[src/rtl/clk_mode_seq.sv]
module clk_mode_seq #(
  parameter int TICKS_PER_US = 20,
  parameter int TICKS_PER_MS = 20000,
  parameter int WRITE_US     = 75,
  parameter int PLL_US       = 100,
  parameter int OSC_MS       = 10
) (
  input  logic       clk,
  input  logic       rst_n,
  input  logic       ref_tick,
  input  logic       wr_en,
  input  logic [7:0] wr_data,
  output logic       osc_en,
  output logic [1:0] osc_mode,
  output logic       pll_en,
  output logic [2:0] src_sel,
  output logic       busy,
  output logic       reset_req,
  output logic       mode_err
);
  localparam int WR_T  = WRITE_US * TICKS_PER_US;
  localparam int PLL_T = PLL_US * TICKS_PER_US;
  localparam int OSC_T = OSC_MS * TICKS_PER_MS;
  localparam int MAX_T = (OSC_T > WR_T) ? ((OSC_T > PLL_T) ? OSC_T : PLL_T)
                                        : ((WR_T > PLL_T) ? WR_T : PLL_T);
  localparam int CW = $clog2(MAX_T + 1);

  logic [CW-1:0] wr_cnt, osc_cnt, pll_cnt;
  logic          pend;
  logic [2:0]    pend_sel;

  logic       osc_ok, pll_ok, need_ready, fire, w_osc, w_pll, sel_ok, drop;
  logic [2:0] w_sel, nxt_src;

  assign osc_ok = osc_en && (osc_cnt == '0);
  assign pll_ok = pll_en && (pll_cnt == '0) && osc_ok;

  assign need_ready = (pend_sel == 3'd2) ? osc_ok :
                      (pend_sel >= 3'd3) ? pll_ok : 1'b1;
  assign fire    = pend && (wr_cnt == '0) && need_ready;
  assign nxt_src = fire ? pend_sel : src_sel;

  assign w_pll = wr_data[6];
  assign w_osc = wr_data[5];
  assign w_sel = wr_data[2:0];
  assign sel_ok = (w_sel == 3'd2) ? w_osc :
                  (w_sel >= 3'd3) ? (w_osc && w_pll) : 1'b1;
  assign drop = (!w_osc && nxt_src >= 3'd2) || (!w_pll && nxt_src >= 3'd3);

  assign busy = (wr_cnt != '0) || pend;

  always_ff @(posedge clk or negedge rst_n) begin
    if (!rst_n) begin
      osc_en    <= 1'b0;
      osc_mode  <= 2'b00;
      pll_en    <= 1'b0;
      src_sel   <= 3'd0;
      reset_req <= 1'b0;
      mode_err  <= 1'b0;
      wr_cnt    <= '0;
      osc_cnt   <= '0;
      pll_cnt   <= '0;
      pend      <= 1'b0;
      pend_sel  <= 3'd0;
    end else begin
      reset_req <= 1'b0;
      if (ref_tick) begin
        if (wr_cnt  != '0) wr_cnt  <= wr_cnt  - 1'b1;
        if (osc_cnt != '0) osc_cnt <= osc_cnt - 1'b1;
        if (pll_cnt != '0) pll_cnt <= pll_cnt - 1'b1;
      end
      if (fire) begin
        src_sel <= pend_sel;
        pend    <= 1'b0;
      end
      if (wr_en) begin
        if (wr_data[7]) begin
          osc_en    <= 1'b0;
          osc_mode  <= 2'b00;
          pll_en    <= 1'b0;
          src_sel   <= 3'd0;
          reset_req <= 1'b1;
          mode_err  <= 1'b0;
          wr_cnt    <= '0;
          osc_cnt   <= '0;
          pll_cnt   <= '0;
          pend      <= 1'b0;
          pend_sel  <= 3'd0;
        end else begin
          osc_en   <= w_osc;
          pll_en   <= w_pll;
          osc_mode <= wr_data[4:3];
          wr_cnt   <= CW'(WR_T);
          if (!w_osc)
            osc_cnt <= '0;
          else if (!osc_en)
            osc_cnt <= CW'(OSC_T);
          if (!w_pll)
            pll_cnt <= '0;
          else if (!pll_en)
            pll_cnt <= (w_osc && !osc_en) ? '0 : CW'(PLL_T);
          if (sel_ok) begin
            pend     <= 1'b1;
            pend_sel <= w_sel;
            mode_err <= 1'b0;
          end else begin
            pend     <= 1'b0;
            mode_err <= 1'b1;
          end
          if (drop) src_sel <= 3'd0;
        end
      end
    end
  end
endmodule

[config.mk]
export PLATFORM = sky130hd
export DESIGN_NAME = clk_mode_seq
export DESIGN_NICKNAME = d
export VERILOG_FILES = /design/src/rtl/clk_mode_seq.sv
export SDC_FILE = /design/constraint.sdc
export NUM_CORES = 1
export LEC_CHECK = 0
export ABC_AREA = 1
export BUFFER_PORTS_ARGS = -buffer_cell sky130_fd_sc_hd__buf_2
export CORE_ASPECT_RATIO = 1.1
export CORE_MARGIN = 8
export CORE_UTILIZATION = 32
export DETAILED_ROUTE_END_ITERATION = 8
export SLEW_MARGIN = 20
export SYNTH_ARGS = -nofsm -noshare
export SYNTH_HDL_FRONTEND = slang
export SYNTH_SLANG_ARGS = --single-unit
export TNS_END_PERCENT = 10
[constraint.sdc]
create_clock -name clk -period 4 [get_ports clk]
set_clock_uncertainty 0.2 [all_clocks]
set_input_delay 0.8 -clock clk [delete_from_list [all_inputs] [get_ports clk]]
set_output_delay 0.8 -clock clk [all_outputs]
set_load 0.01 [all_outputs]
### Word level (Yosys, flattened, before mapping)

Cells that the tools add are included.

* word-level logic and storage cells: 84
* flip-flop bits (word level): 67
* input port bits: 12
* output and inout bits: 10

* reductions and logical operators: 26
* magnitude comparators: 4
* equal/unequal tests: 2
* $add $sub $neg: 3
* multiplexer cells: 38

Operators with widths (number)
* $mux 18: 15
* $logic_not 18->1: 3
* $reduce_bool 18->1: 3
* $sub 18x1->18 const B: 3
* $mux 11: 2
* $mux 3: 6
* $mux 1: 14
* $ge 3x2->1 const B: 4
* $logic_and 1x1->1: 9
* $reduce_bool 2->1: 4
* $eq 3x2->1 const B: 2
* $reduce_and 2->1: 2
* $logic_not 1->1: 3
* $logic_or 1x1->1: 2
* $mux 2: 1

### Logic depth before layout (Yosys ltp)

* depth after elaboration: 13
* mapped depth: 14
* mapped depth without buffers: 14

### Least setup slack after synthesis

No wires, ideal clock.

* path type: register -> output
* from: reg wr_cnt[0]
* to: out busy
* slack: 1.590 ns
* stages on the path, launching flop included: 7
* arrival time: 1.410 ns
* buffers on the path: 0
* cell sequence: dfrtp_1 inv_1 ha_1 nand3_1 or3b_2 nor4_1 nand2_1

* cells in the longest elaborated chain, start to end: 2

Ends and longest elaborated chain
* start, declared: RTL line 28 `logic [CW-1:0] wr_cnt, osc_cnt, pll_cnt;`
* start signal, assigned: RTL line 68 `if (wr_cnt != '0) wr_cnt <= wr_cnt - 1'b1;`
* start signal, assigned: RTL line 93 `wr_cnt <= CW'(WR_T);`
* $reduce_bool 18->1: RTL line 50 `assign busy = (wr_cnt != '0) || pend;`
* $logic_or 1x1->1: RTL line 50
* end, declared: RTL line 17 `output logic busy,`

No other way between the ends.

### Worst setup path after layout

Ends and elaborated chain as after synthesis.

==> out/results.tsv <==
metric	value	unit
worstSetupStartpointType	register	
vias_per_cell	4.922	
p_sw	797.2	uW
htree_levels	3	
leakage	0.002018	uW
cts_tree	built	
final_nets	504	
crit_path_start	wr_cnt[0]	
use_met2	20.24	%
hp-class	reg -> reg	
cts_buffer_depth	2	
drc_errors	0	
place_congestion	0.8126	
synth_cell_type_count	37	
dp_hpwl	6.680	mm
syn_avg_cell_area	8.053	sq um
post-cts-setup-buffers	0	
cp_max_fo	6	
drt-total-wl	8.749	mm
grt_overflow	0	
min_period	2.921	ns
die_area	0.01516	sq mm
num_vias	3155	
pwr-share-seq	39.6	%
setup_tns	0	ns
peakVddDrop	0.0001844	V
max_stage_delay	0.44	ns
diodes	0	
grt_max_degree	40	
intPower	1450	uW
p_per_area	531.5	mW/mm^2
use_met3	2.497	%
antenna_found_initial	0	
rr_startpoint	wr_cnt[8]	
placeableCoreArea	0.01134	sq mm
cp.arrival	1.92	ns
ys.warnings.count	0	
initial_core_util	32.39	%
dr.pass1.iters	4	
power	2247	uW
cp-end-kind	output pin	
cp_cell_sequence	inv_1, ha_1, nand3_1, or3b_2, nor4_1, nand2_1, buf_2	
clk_latency	0.33	ns
max_slew_margin	37.69	%
antenna_left	0	
port_buffers	21	
path_class	reg -> out	
cts_inserted_buffers	9	
pre_cts_ws	1.141	ns
cts-resized-gates	0	
setup_slack	1.079	ns
ios	22	
cts_root_buf	clkbuf_16	
synth_nets	473	
fmax	0.3424	GHz
slowest_stage	or3b_2	
path_clk_slew	0.05	ns
drive_gt1_share	13.44	%
switching_share	35.48	%
track_usage	11.98	%
clockPowerShare	31.3	%
synth_seq_cells	67	
globalRouteMet1Util	14.78	%
drt_iter0_markers	99	
yosysSeqAreaShare	45.66	%
utilization	37.29	%
finalCritPeriodShare	73.02	%
finalHoldViolCount	0	
rsz0062_at_grt	false	
gr-max-usage-layer	met2	
post_drt_wl_per_cell	13.65	um
syn-cell-area	0.003672	sq mm
required	3.00	ns
drv_cap	0	
worstMarginPinSlew	0.9347	ns
die_x	118.1	um
run_status	finished, final reports clean	
slew_violations	0	
clock_sinks	67	
min_from	wr_cnt[17]	
rows	41	
syn_to_final_growth	15.13	%
grt_pass1_vias	3205	
dpl.cell_count	626	
grt_pass1_wl	14.85	mm
layout.cells.non_filler	641	
dieHeight	128.4	um
synth_cells	456	
setup_viol	0	
cts_hold_buf	0	
power.share.combinational	29.1	%
path summary, 6_finish.rpt:
| path | end | slack (ns) | depth (start not counted) |
|---|---|---|---|
| max | busy | 1.08 | 7 |
| min | wr_cnt[17] | 0.28 | 1 |
| max reg2reg | wr_cnt[6] | 1.74 | 10 |
| min reg2reg | wr_cnt[17] | 0.28 | 1 |
| max in group asynchronous | wr_cnt[1] | 2.40 | 2 |
| min in group asynchronous | pll_cnt[5] | 0.40 | 1 |
state kept, by name (all words and copies together), names as in the netlist, 2 cells and up:
| signal | count |
|---|---|
| pend_sel | 3 |
| pll_cnt | 18 |
| wr_cnt | 18 |
| src_sel | 3 |
| osc_mode | 2 |
| osc_cnt | 18 |
through the flow:
stage               hold WS [ns]  instance area [sq um]
floorplan                 0.2335                   3672
global placement          0.2719                   3966
detailed placement        0.2692                   3966
CTS                       0.2768                   4228
global route              0.3105                   4228
finish                    0.2755                   4228
cell families after synthesis:
| family | count (synthesis) | share of synthesized area [%] |
|---|---|---|
| AND/OR/NAND/NOR | 217 | 27.94 |
| AO/OA/AOI/OAI | 78 | 11.75 |
| flip-flops | 67 | 45.66 |
| buffers and inverters | 62 | 6.508 |
| XOR/XNOR | 27 | 6.440 |
| adder cells (fa/ha/maj) | 5 | 1.704 |
power by group through the flow:
stage / clock, uW / combinational (uW) / sequential [uW]
CTS: 723 / 660 / 889
global route: 756 / 750 / 905
floorplan: 0 / 510 / 876
detailed placement: 0 / 656 / 899
global placement: 0 / 641 / 897
finish: 704 / 653 / 890
worst max-delay path, delay by kind of cell (launching register included):
family,cells,cell delay (ns)
buffers and inverters,2,0.28
adders and majority gates,1,0.20
and+or+nand+nor,4,0.75
DFF,1,0.35
synthesized netlist by cell type:
cell type,number,share of area (%)
nor4_1,4,0.68
ha_1,5,1.7
nor2_1,83,8.5
a21oi_1,33,4.5
or3b_2,2,0.48
o31ai_1,2,0.41
o22ai_1,3,0.51
buf_2,2,0.27
nand2_1,66,6.7
o21ai_2,1,0.24
nor3_2,2,0.55
o21ai_0,28,3.8
a22o_1,2,0.48
clkinv_2,1,0.14
o21a_1,3,0.61
nand2_4,1,0.31
a211oi_1,2,0.41
dfrtp_1,67,46
nand4_1,11,1.9
nor2_4,5,1.5
nor3_4,1,0.44
inv_4,1,0.17
nor2_2,6,1.0
xnor2_1,6,1.4
nand3_1,19,2.6
xor2_1,21,5.0
nand2_2,5,0.85
o211ai_1,1,0.20
and2_1,1,0.17
nor3_1,5,0.68
a31oi_1,2,0.34
inv_1,55,5.6
o311ai_0,1,0.24
or2_1,1,0.17
clkinv_1,2,0.20
nand3_2,5,1.4
clkbuf_1,1,0.10
cells in the final DEF (no fill, tap or decap), drive strengths merged, types with 5 or more instances in the layout:
cell type / synthesis / routed
nor2: 94 / 94
nand2: 72 / 72
dfrtp: 67 / 67
inv: 56 / 56
a21oi: 33 / 33
o21ai: 29 / 29
nand3: 24 / 24
buf: 2 / 23
xor2: 21 / 21
clkbuf: 1 / 12
nand4: 11 / 11
nor3: 8 / 8
xnor2: 6 / 6
clkinv: 3 / 6
ha: 5 / 5
metal layers:
metal / share of wire (%) / wire length (um) / vias up
li1: - / - / 1552
met1: 45 / 3958 / 1547
met2: 50 / 4397 / 45
met4: 1.4 / 119 / 0
met3: 3.1 / 274 / 11
met5: 0 / 0 / -
cell type report:
cell class / count / area [sq um]
repair buffers: 23 / 120.1
inverters: 59 / 225.2
multi-input cells: 327 / 1757
flip-flops and latches: 67 / 1677
clock inverters: 3 / 15.01
well taps: 150 / 187.7
clock buffers: 12 / 246.5
fillers: 1170 / 7109
No activity file was read; power rests on OpenSTA's default activity.
